### src/rtl/serial_audio_rx.sv
module serial_audio_rx (
  input  logic        clk,
  input  logic        rst_n,
  input  logic        sck,
  input  logic        ws,
  input  logic        sd,
  input  logic [2:0]  fmt,
  input  logic        ws_pol,
  output logic [23:0] left_smp,
  output logic [23:0] right_smp,
  output logic        smp_valid
);

  logic        b_d1, b_d2, w_d1, d_d1;
  logic        started, locked, prev_ws;
  logic [5:0]  idx;
  logic [23:0] sr;

  wire rise   = b_d1 & ~b_d2;
  wire is_rj  = ~fmt[2] & (fmt[1:0] != 2'b11);
  wire is_lj  = (fmt == 3'b011);
  wire is_i2s = fmt[2] & ~fmt[1];

  logic [5:0] nb;
  always_comb begin
    unique case (fmt)
      3'b000, 3'b100: nb = 6'd16;
      3'b001:         nb = 6'd20;
      default:        nb = 6'd24;
    endcase
  end

  wire        ws_edge  = started & (w_d1 != prev_ws);
  wire [23:0] sr_next  = {sr[22:0], d_d1};
  wire [5:0]  idx_next = ws_edge ? 6'd0 : ((idx == 6'd63) ? idx : idx + 6'd1);
  wire [5:0]  tgt      = nb - 6'd1 + {5'd0, is_i2s};

  wire cap_rj = rise & is_rj & ws_edge & locked;
  wire cap_fj = rise & (is_lj | is_i2s) & (locked | ws_edge) & (idx_next == tgt);
  wire cap    = cap_rj | cap_fj;

  wire        cap_lvl  = cap_rj ? prev_ws : w_d1;
  wire        cap_left = cap_lvl ^ ws_pol ^ is_i2s;
  wire [23:0] word     = cap_rj ? sr : sr_next;

  logic [23:0] aligned;
  always_comb begin
    unique case (nb)
      6'd16:   aligned = {word[15:0], 8'h00};
      6'd20:   aligned = {word[19:0], 4'h0};
      default: aligned = word;
    endcase
  end

  always_ff @(posedge clk or negedge rst_n) begin
    if (!rst_n) begin
      b_d1      <= 1'b0;
      b_d2      <= 1'b0;
      w_d1      <= 1'b0;
      d_d1      <= 1'b0;
      started   <= 1'b0;
      locked    <= 1'b0;
      prev_ws   <= 1'b0;
      idx       <= 6'd0;
      sr        <= 24'h0;
      left_smp  <= 24'h0;
      right_smp <= 24'h0;
      smp_valid <= 1'b0;
    end else begin
      b_d1      <= sck;
      b_d2      <= b_d1;
      w_d1      <= ws;
      d_d1      <= sd;
      smp_valid <= cap & ~cap_left;
      if (rise) begin
        sr      <= sr_next;
        prev_ws <= w_d1;
        started <= 1'b1;
        idx     <= idx_next;
        if (ws_edge) locked <= 1'b1;
      end
      if (cap && cap_left)  left_smp  <= aligned;
      if (cap && !cap_left) right_smp <= aligned;
    end
  end

endmodule

### config.mk
export PLATFORM = sky130hd
export DESIGN_NAME = serial_audio_rx
export DESIGN_NICKNAME = d
export VERILOG_FILES = /design/src/rtl/serial_audio_rx.sv
export SDC_FILE = /design/constraint.sdc
export NUM_CORES = 1
export LEC_CHECK = 0
export BUFFER_PORTS_ARGS = -buffer_cell sky130_fd_sc_hd__buf_2
export CORE_ASPECT_RATIO = 0.9
export CORE_MARGIN = 8
export CORE_UTILIZATION = 58
export CTS_CLUSTER_SIZE = 30
export DETAILED_ROUTE_END_ITERATION = 7
export HOLD_SLACK_MARGIN = 0.06
export PLACE_DENSITY = 0.87
export RECOVER_POWER = 25
export SYNTH_ARGS = -nofsm -noshare
export SYNTH_HDL_FRONTEND = slang
export SYNTH_SLANG_ARGS = --single-unit
export TNS_END_PERCENT = 1
### constraint.sdc
create_clock -name clk -period 3.15 [get_ports clk]
set_input_delay 0.63 -clock clk [delete_from_list [all_inputs] [get_ports clk]]
set_output_delay 0.63 -clock clk [all_outputs]
set_load 0.02 [all_outputs]
==> results of run 1 <==
[power by group through the flow]
stage	logic [uW]	clock network, uW	registers, uW
2_1_floorplan	404	0	1730
3_3_place_gp	929	0	1530
3_5_place_dp	964	0	1540
4_1_cts	971	724	1520
5_1_grt	1040	767	1560
6_report	960	715	1530
[final cells by class]
| type | count | area (um^2) | share of cell area [%] |
|---|---|---|---|
| Clock buffer | 9 | 124 | 2.55 |
| Clock inverter | 7 | 56.3 | 1.16 |
| Inverter | 6 | 22.5 | 0.463 |
| Multi-Input combinational cell | 296 | 2020 | 41.5 |
| Sequential cell | 86 | 2150 | 44.3 |
| Tap cell | 96 | 120 | 2.47 |
| Timing Repair Buffer | 66 | 370 | 7.62 |
[per-layer routing]
layer,vias to the layer above,global-route usage (%),wire length (um)
met3,35,3.88,870
li1,1580,-,-
met1,1675,27.7,4500
met2,220,30.6,4720
met4,0,8.54,248
met5,-,0,0
[cell families (layout without fill, tap and decap cells)]
family / after synthesis / after routing
compound gates: 71 / 71
fa+ha+maj: 1 / 1
mux: 59 / 59
xor+xnor: 7 / 7
buf+inv: 32 / 88
flops: 86 / 86
simple gates: 158 / 158
[worst max-delay path, stage by stage, from the launching register on]
cell	delay (ns)
dfrtp_1	0.47
ha_1	0.30
xnor2_1	0.16
a22oi_1	0.23
o2bb2ai_1	0.13
or4_1	0.56
nor4_4	0.27
o21a_1	0.20
buf_12	0.18
mux2_1	0.36
[placed cells by master (no fill, tap or decap), types with 6 or more instances in the layout]
master    count
a221oi_1      7
mux2_2       13
mux2_1       31
and3_1        6
nand3_1       6
a21oi_1      10
buf_2        56
o22ai_1       7
clkbuf_8      9
inv_1         6
nand2_1      93
mux2i_1      14
a31oi_1       7
dfrtp_1      86
nor2_1       19
[timing repair]
item,4_1_cts,5_1_grt
resized for setup,0,1
hold buffers,0,0
setup endpoints to repair,0,9
[worst min path at each step]
stage	startpoint	to	slack (ns)	cells after the start
3_5_place_dp	b_d1$_DFF_PN0_	b_d2$_DFF_PN0_	0.39	0
5_1_grt	ws	w_d1$_DFF_PN0_	0.37	1
3_3_place_gp	b_d1$_DFF_PN0_	b_d2$_DFF_PN0_	0.38	0
4_1_cts	ws	w_d1$_DFF_PN0_	0.36	1
6_report	sck	b_d1$_DFF_PN0_	0.37	1
2_1_floorplan	rst_n	b_d1$_DFF_PN0_	0.33	0
[through the flow]
stage | instance area (um^2) | hold WS [ns] | setup WS [ns] | std cells
2_1_floorplan | 4310 | 0.334 | 0.343 | 414
3_3_place_gp | 4690 | 0.379 | 0.310 | 550
3_5_place_dp | 4690 | 0.387 | 0.193 | 550
4_1_cts | 4870 | 0.364 | 0.178 | 566
5_1_grt | 4860 | 0.365 | 0.00659 | 566
6_report | 4860 | 0.369 | 0.159 | 566
[sequential cells by signal (all words and copies together) (netlist names)]
signal and count:
left_smp 24, b_d2 1, idx 6, locked 1, sr 24, started 1, d_d1 1, prev_ws 1
b_d1 1, smp_valid 1, right_smp 24, w_d1 1
==> flow_summary_export.csv, run 1 <==
group,metric,value,unit
critical_path,crit_arrival,3.23,ns
cts,clock-sinks,86,
routing,drt-initial-drc-count,516,
run_status,violations,"max-capacitance violations, max-slew violations",
die,fp-row-count,30,
sta,setup_violations,0,
cts,clockRootBuffer,"clkbuf_8",
run_status,outcome,"complete, but fails checks",
finish,diodes,0,
sta,finalMaxSlewViolations,120,
grt,grt_pass1_vias,3399,
die,core,7390,um^2
power_and_ir_drop,seqPwrFrac,47.7,%
synth,synth_area_leader_cell,"dfrtp_1",
synth,syn_area,4310,um^2
sta,timing.fmax,0.334,GHz
die,die-area,10500,um^2
grt,overflow,0,
place,dp_hpwl,7080,um
sta,tightest_slew,2.08,ns
routing,ant_nets,0,
critical_path,criticalPathCategory,"flip-flop to flip-flop",
finish,num-nets-final,475,
power_and_ir_drop,intPower,2000,uW
finish,num-fill-cells,550,
sta,fin_skew,0.0117,ns
routing,dr.pass1.iters,6,
finish,utilization,65.7,%
critical_path,reg2reg_from,"idx[0]$_DFFE_PN0N_",
critical_path,crit_required,3.39,ns
synth,yosysWarnings,0,
synth,synth_area_leaders,"dfrtp_1, nand2_1, mux2_1",
finish,syn_to_final_growth,12.7,%
cts,cts_tree,"built",
synth,syn_inst,414,
synth,synth-xor-area-share,2.03,%
critical_path,cp-startpoint,"idx[0]$_DFFE_PN0N_",
critical_path,crit_path_end_kind,"flip-flop",
place,portBuffers,57,
worst_hold_path,min_path_type,"input port to flip-flop",
critical_path,cp-start-kind,"flip-flop",
routing,wl_per_cell,18.3,um
synth,synth_edf_count,0,
power_and_ir_drop,leakagePower,0.00248,uW
power_and_ir_drop,total_power,3200,uW
synth,yosysMostFrequentCell,"nand2_1",
cts,clk_pin_slew,0.09,ns
sta,finalSetupTns,0,ns
synth,synth-seq-cells,86,
synth,synth_top_area_share,49.9,%
die,dieWidth,107,um
routing,drcViolationCount,0,
critical_path,r2r_end,"left_smp[20]$_DFFE_PN0P_",
synth,postSynthAreaPerCell,10.4,um^2
routing,dr_total_vias,3510,
power_and_ir_drop,switching_share,37.5,%
synth,synth_seq_area_share,49.9,%
sta,post-route-period-util,95.0,%
routing,via_per_inst,6.20,
cts,cts_made_buffers,9,
routing,routed_wl,10300,um
cts,cts_max_level,3,
finish,drive_above_1_share,21.7,%
cts,clk-insertion-delay-late,0.36,ns
synth,synth_top_family_by_area,"simple AND/OR/NAND/NOR gates",
synth,synth-main-ff-cell,"dfrtp_1",
power_and_ir_drop,power_density,659,nW/um^2
grt,grt_start_max_net_pins,87,
synth,ys_async_sr_fraction,100,%
die,io_pins,58,
synth,synth-compound-area-share,12.2,%
synth,synth_fp_nets,424,
sta,period_minus_slack,2.99,ns
place,place.gp.congestion,0.922,
grt,grt_usage,20.3,%
power_and_ir_drop,power.switching,1200,uW
critical_path,r2r_slack,0.16,ns
sta,rsz0062_at_grt,"false",
synth,synth_simple_gate_area_share,16.9,%
power_and_ir_drop,peakVddDrop,0.000237,V
critical_path,path_max_fanout,24,
flow_run,cap_violations,2,
synth,synth_commonest_cells,"nand2_1, dfrtp_1, mux2_1, nor2_1, clkbuf_1",
die,start_util,58.3,%
sta,hold_viol_final,0,
die,die_h,97.8,um
power_and_ir_drop,pwr-share-clk,22.3,%
cts,clock_path_buffers,2,
synth,yosys.area_share.adder,0.290,%
critical_path,reg2reg_depth,9,
power_and_ir_drop,p_comb_share,30.0,%
grt,grt_pass1_wl,17300,um
synth,muxShareOfSynthArea,15.3,%
critical_path,endpoint,"left_smp[20]$_DFFE_PN0P_",
grt,antenna_found_initial,0,
cts,postCtsSetupRepairBufs,0,
sta,relSlewSlack,-39.0,%
synth,yosys.cell_types.count,58,
(Power assumes the default switching activity.)
==> inputs of run 2 (changes only) <==
--- a/config.mk
+++ b/config.mk
@@ -8,11 +8,11 @@
 export BUFFER_PORTS_ARGS = -buffer_cell sky130_fd_sc_hd__buf_2
 export CORE_ASPECT_RATIO = 0.9
 export CORE_MARGIN = 8
-export CORE_UTILIZATION = 58
+export CORE_UTILIZATION = 62
 export CTS_CLUSTER_SIZE = 30
 export DETAILED_ROUTE_END_ITERATION = 7
 export HOLD_SLACK_MARGIN = 0.06
-export PLACE_DENSITY = 0.87
+export PLACE_DENSITY = 0.92
 export RECOVER_POWER = 25
 export SYNTH_ARGS = -nofsm -noshare
 export SYNTH_HDL_FRONTEND = slang
==> constraint.sdc (replaced) <==
create_clock -name clk -period 3.6 [get_ports clk]
set_input_delay 0.72 -clock clk [delete_from_list [all_inputs] [get_ports clk]]
set_output_delay 0.72 -clock clk [all_outputs]
set_load 0.02 [all_outputs]
==> run 2 against run 1 <==
Net effect: critical path depth did not move; highest routed layer unchanged; design area rose by 0.36%; fmax down 7.3%; sequential power shrank 12%; global-route usage rose by 2.2 points; utilization increased by 5.0 points; critical path type unchanged; via count grew 0.91%; the flow still finishes with violations (max-capacitance violations, max-slew violations); largest cell class unchanged; clock power is 7.0% higher; die area shrank 5.5%; non-clock buffer count fell by 2; clock-buffer cell count stayed put.
==> flow_summary_export.csv, run 2 (synthesis results as in run 1) <==
group,metric,value,unit
die,dieWidth,104,um
die,fp-row-count,29,
sta,timing.fmax,0.310,GHz
sta,finalSetupTns,0,ns
cts,cts_hold_buf,0,
grt,grt_start_max_net_pins,87,
place,placed_cell_area,4660,um^2
critical_path,critical-path-slowest-cell,"dfrtp_1",
critical_path,criticalPathCategory,"flip-flop to flip-flop",
power_and_ir_drop,power_density,603,nW/um^2
sta,tightest_slew,2.11,ns
place,portBuffers,57,
power_and_ir_drop,total_power,2940,uW
sta,fin_ws,0.373,ns
sta,finalMaxSlewViolations,87,
finish,num-fill-cells,474,
cts,cts_resized,0,
run_status,outcome,"complete, but fails checks",
die,start_util,62.6,%
flow_run,cap_violations,1,
critical_path,cp_top_family,"compound AO/OA/AOI/OAI gates",
sta,post-route-period-util,89.6,%
routing,wl_per_cell,19.0,um
power_and_ir_drop,switching_share,35.9,%
finish,drive_above_1_share,21.6,%
grt,grt_usage,22.5,%
cts,postCtsSetupRepairBufs,0,
cts,clock_path_buffers,2,
sta,hold_viol_final,0,
grt,grt_pass1_vias,3492,
critical_path,cp_num_buf_inv,1,
power_and_ir_drop,seqPwrFrac,45.6,%
place,dp_cells,545,
finish,fin_cells,561,
critical_path,cp-start-kind,"flip-flop",
sta,relSlewSlack,-40.6,%
die,core,6890,um^2
power_and_ir_drop,peakVddDrop,0.000352,V
cts,clock-sinks,86,
finish,top_regs,"left_smp (24), right_smp (24), sr (24)",
run_status,violations,"max-capacitance violations, max-slew violations",
cts,cts_max_level,3,
routing,drt-initial-drc-count,326,
finish,final_cell_mix,"nand2_1, dfrtp_1, buf_2",
routing,drcViolationCount,0,
critical_path,crit_required,3.85,ns
cts,clk-insertion-delay-late,0.36,ns
grt,overflow,0,
cts,cts_tree,"built",
critical_path,path_max_fanout,21,
power_and_ir_drop,p_comb_share,28.4,%
cts,cts_made_buffers,9,
power_and_ir_drop,leakagePower,0.00249,uW
power_and_ir_drop,power.switching,1050,uW
finish,final_cell_area,4880,um^2
place,place.gp.congestion,0.995,
die,io_pins,58,
cts,clockRootBuffer,"clkbuf_8",
routing,via_per_inst,6.31,
critical_path,path_cells,"ha_1 -> nand3_1 -> nor2_1 -> mux2_2 -> o21ai_0 -> nor4_4 -> o21ai_2 -> buf_12 -> mux2_1",
worst_hold_path,min_path_type,"flip-flop to flip-flop",
routing,dr_total_vias,3542,
finish,num-nets-final,473,
finish,diodes,0,
power_and_ir_drop,intPower,1890,uW
sta,fin_skew,0.0147,ns
sta,rsz0062_at_grt,"false",
place,pre_cts_ws,0.412,ns
place,dp_hpwl,7540,um
critical_path,crit_path_end_kind,"flip-flop",
sta,setup_violations,0,
finish,layout_commonest_cell,"nand2_1",
critical_path,cpPeakStageDelay,0.49,ns
finish,syn_to_final_growth,13.1,%
power_and_ir_drop,pwr-share-clk,26.0,%
critical_path,crit_arrival,3.47,ns
sta,period_minus_slack,3.23,ns
die,die-area,9890,um^2
cts,clk_pin_slew,0.09,ns
grt,antenna_found_initial,0,
routing,dr.pass1.iters,5,
routing,ant_nets,0,
die,die_h,95.1,um
grt,grt_pass1_wl,17800,um
routing,routed_wl,10700,um
==> run 2: cell types whose count changed in the layout (fill, tap and decap cells not counted), sizes merged <==
| cell | before | now |
|---|---|---|
| clkinv | 4 | 0 |
| bufinv | 0 | 2 |
| buf | 63 | 62 |
| clkbuf | 12 | 11 |
| clkinvlp | 1 | 2 |
| inv | 8 | 9 |
==> run 2: worst paths after layout <==
kind                                             end  slack [ns]  depth (start not counted)               start
setup / recovery           right_smp[22]$_DFFE_PN0P_        0.37                          9  idx[0]$_DFFE_PN0N_
hold / removal                        b_d2$_DFF_PN0_        0.40                          0      b_d1$_DFF_PN0_
setup reg to reg           right_smp[22]$_DFFE_PN0P_        0.37                          9  idx[0]$_DFFE_PN0N_
hold reg to reg                       b_d2$_DFF_PN0_        0.40                          0      b_d1$_DFF_PN0_
max in group asynchronous   left_smp[23]$_DFFE_PN0P_        1.40                          1               rst_n
min in group asynchronous   left_smp[22]$_DFFE_PN0P_        0.94                          1               rst_n
==> run 2: final cells by class <==
class | instances | area, um^2 | area share, %
sequential | 86 | 2150 | 44.1
inverter | 6 | 22.5 | 0.462
multi-input combinational | 296 | 2020 | 41.3
timing repair buffer | 64 | 347 | 7.10
tap | 93 | 116 | 2.39
clock inverter | 7 | 101 | 2.08
clock buffer | 9 | 124 | 2.54
==> run 2: metal layers <==
metal | track usage, % | up-vias | part of all wire, %
met1 | 28.6 | 1715 | 41
li1 | - | 1574 | -
met5 | 0 | - | 0
met4 | 10.6 | 0 | 2.7
met3 | 5.14 | 41 | 8.5
met2 | 36.2 | 212 | 48
==> run 2: power groups by stage <==
| stage | Sequential [uW] | Combinational (uW) | Clock (uW) |
|---|---|---|---|
| after floorplan | 1510 | 354 | 0 |
| after global placement | 1340 | 810 | 0 |
| after detailed placement | 1350 | 842 | 0 |
| after CTS | 1340 | 847 | 768 |
| after global routing | 1370 | 905 | 808 |
| final | 1340 | 836 | 765 |
==> run 2: per-stage QoR <==
| stage | hold slack, ns | utilization, % |
|---|---|---|
| 5_1_grt | 0.416 | 70.8 |
| 3_5_place_dp | 0.380 | 67.6 |
| 3_3_place_gp | 0.379 | 67.6 |
| 2_1_floorplan | 0.368 | - |
| 6_report | 0.397 | 70.8 |
| 4_1_cts | 0.398 | 70.9 |
==> inputs of run 3 (changes only) <==
--- a/config.mk
+++ b/config.mk
@@ -8,12 +8,13 @@
 export BUFFER_PORTS_ARGS = -buffer_cell sky130_fd_sc_hd__buf_2
 export CORE_ASPECT_RATIO = 0.9
 export CORE_MARGIN = 8
-export CORE_UTILIZATION = 62
+export CORE_UTILIZATION = 60
 export CTS_CLUSTER_SIZE = 30
 export DETAILED_ROUTE_END_ITERATION = 7
+export GPL_TIMING_DRIVEN = 0
 export HOLD_SLACK_MARGIN = 0.06
-export PLACE_DENSITY = 0.92
-export RECOVER_POWER = 25
+export PLACE_DENSITY = 0.9
+export RECOVER_POWER = 100
 export SYNTH_ARGS = -nofsm -noshare
 export SYNTH_HDL_FRONTEND = slang
 export SYNTH_SLANG_ARGS = --single-unit
==> run 3 against run 2 <==
Net effect: the flow still finishes with violations (max-capacitance violations, max-slew violations); first-iteration DRC count grew 19%; die area grew 2.8%; clock power shrank 3%; hold slack gained 0.013 ns; routed wire length grew 1.1%; largest cell class unchanged; register-to-register slack lost 0.14 ns; flip-flop and latch count is the same.
==> flow_summary_export.csv, run 3 (synthesis results as in run 1) <==
group,metric,value,unit
grt,grt_util_met1,27.9,%
critical_path,reg2reg_from,"idx[0]$_DFFE_PN0N_",
worst_hold_path,holdPathEnd,"b_d2$_DFF_PN0_",
sta,tightest_slew,1.78,ns
die,die_h,96.4,um
finish,diodes,0,
finish,drive_above_1_share,10.1,%
finish,multi_input_area,2020,um^2
cts,cts_tree,"built",
run_status,outcome,"complete, but fails checks",
power_and_ir_drop,peakVddDrop,0.000341,V
cts,cts_hold_buf,0,
die,fp-row-count,29,
cts,clockRootBuffer,"clkbuf_8",
die,io_pins,58,
critical_path,crit_arrival,3.61,ns
grt,met2_usage,36.0,%
sta,period_minus_slack,3.37,ns
finish,top_regs,"left_smp (24), right_smp (24), sr (24)",
critical_path,r2r_slack,0.23,ns
cts,cts_made_buffers,9,
power_and_ir_drop,power_density,593,nW/um^2
sta,hold_viol_final,0,
run_status,violations,"max-capacitance violations, max-slew violations",
power_and_ir_drop,p_comb_share,27.7,%
flow_run,cap_violations,1,
power_and_ir_drop,leakagePower,0.00232,uW
sta,timing.fmax,0.297,GHz
routing,routed_wl,10800,um
finish,final_cell_mix,"nand2_1, dfrtp_1, clkbuf_1",
finish,seq_area,2150,um^2
sta,relSlewSlack,-18.5,%
power_and_ir_drop,power.switching,1050,uW
critical_path,cp-startpoint,"idx[0]$_DFFE_PN0N_",
critical_path,crit_path_end_kind,"flip-flop",
critical_path,r2r_end,"left_smp[11]$_DFFE_PN0P_",
routing,drcViolationCount,0,
die,start_util,61.6,%
die,die-area,10200,um^2
routing,drt-initial-drc-count,387,
power_and_ir_drop,intPower,1840,uW
critical_path,crit_required,3.84,ns
grt,overflow,0,
sta,setup_violations,0,
sta,post-route-period-util,93.6,%
routing,ant_nets,0,
sta,rsz0062_at_grt,"false",
die,core,7000,um^2
place,dp_hpwl,7850,um
routing,dr.pass1.iters,5,
grt,grtUsageMet3,6.56,%
cts,clk-insertion-delay-late,0.36,ns
grt,grt_start_max_net_pins,52,
power_and_ir_drop,pwr-share-clk,25.8,%
worst_hold_path,whs_path_depth,0,
grt,antenna_found_initial,0,
finish,num-nets-final,491,
cts,clock-sinks,86,
sta,finalMaxSlewViolations,37,
sta,fin_skew,0.00704,ns
sta,finalSetupTns,0,ns
finish,syn_to_final_growth,12.7,%
grt,top_usage_layer,"met2",
critical_path,reg2reg_depth,10,
finish,layout_commonest_cell,"nand2_1",
critical_path,cp-start-kind,"flip-flop",
place,place.gp.congestion,0.892,
cts,clock_path_buffers,2,
place,placed_cell_area,4740,um^2
place,portBuffers,55,
power_and_ir_drop,seqPwrFrac,46.5,%
grt,grt_usage,21.9,%
finish,final_cell_area,4860,um^2
routing,wl_per_cell,18.6,um
routing,dr_total_vias,3522,
worst_hold_path,hp-start,"b_d1$_DFF_PN0_",
finish,num-fill-cells,538,
critical_path,path_max_fanout,10,
die,dieWidth,105,um
critical_path,cpPeakStageDelay,0.57,ns
grt,grt_pass1_vias,3432,
cts,postCtsSetupRepairBufs,0,
critical_path,path_cells,"ha_1 -> xnor2_1 -> a22oi_1 -> o2bb2ai_1 -> or4_1 -> nor4_4 -> o21a_1 -> buf_4 -> clkbuf_2 -> mux2_1",
cts,cts_max_level,3,
cts,clk_pin_slew,0.08,ns
power_and_ir_drop,switching_share,36.2,%
routing,via_per_inst,6.08,
grt,grt_pass1_wl,17500,um
worst_hold_path,min_path_type,"flip-flop to flip-flop",
critical_path,critical-path-slowest-cell,"or4_1",
critical_path,criticalPathCategory,"flip-flop to flip-flop",
[run 3: cell count changes in the layout (fill, tap and decap cells not counted), moves of 2 or more]
cell	before	now
buf_1	0	3
buf_2	56	7
buf_4	5	3
clkbuf_1	1	66
clkbuf_2	1	3
clkinv_2	0	2
clkinvlp_4	2	0
[run 3: how the worst max path moves through the flow]
stage / end / slack [ns]
CTS: right_smp[14]$_DFFE_PN0P_ / 0.20
finish: left_smp[11]$_DFFE_PN0P_ / 0.23
detailed placement: right_smp[14]$_DFFE_PN0P_ / 0.21
global route: left_smp[11]$_DFFE_PN0P_ / 0.07
floorplan: left_smp[10]$_DFFE_PN0P_ / 0.70
global placement: right_smp[11]$_DFFE_PN0P_ / 0.40
[run 3: final cells by class]
cell class	instances	area share, %
plain buffers	26	2.34
well taps	93	2.39
repair buffers	56	4.48
clock buffers	9	2.55
flip-flops and latches	86	44.3
clock inverters	7	1.98
multi-input cells	296	41.5
inverters	6	0.463
[run 3: timing repair]
action	CTS	global route
gates resized for setup	0	1
endpoints found under the hold margin	0	0
setup endpoints to repair	0	11
[run 3: through the flow]
stage	setup WS (ns)	hold WS, ns	utilization (%)	std cells	power [uW]
CTS	0.201	0.314	70.8	579	2950
finish	0.229	0.410	69.4	579	2890
floorplan	0.703	0.368	-	414	1870
global placement	0.402	0.377	67.2	562	2150
global route	0.0652	0.419	69.4	579	3030
detailed placement	0.206	0.388	67.6	563	2200
[run 3: worst max-delay path: cells and delay by family, from the launching register on]
kind                       cells  cell delay [ns]
muxes                          1             0.37
buffers and inverters          2             0.46
adders and majority gates      1             0.30
and+or+nand+nor                2             0.92
DFF                            1             0.47
AOI/OAI and AO/OA              3             0.57
xor gates and xnor gates       1             0.16
[run 3: power by group through the flow]
| stage | combinational [uW] | clock (uW) | sequential (uW) |
|---|---|---|---|
| final | 799 | 745 | 1340 |
| after global routing | 871 | 791 | 1370 |
| after CTS | 854 | 759 | 1330 |
| after detailed placement | 852 | 0 | 1350 |
| after global placement | 821 | 0 | 1330 |
| after floorplan | 354 | 0 | 1510 |
[run 3: layer usage]
layer	vias up	wire, um
met5	-	0
met4	0	136
met1	1719	4550
met3	12	849
li1	1617	-
met2	174	5250
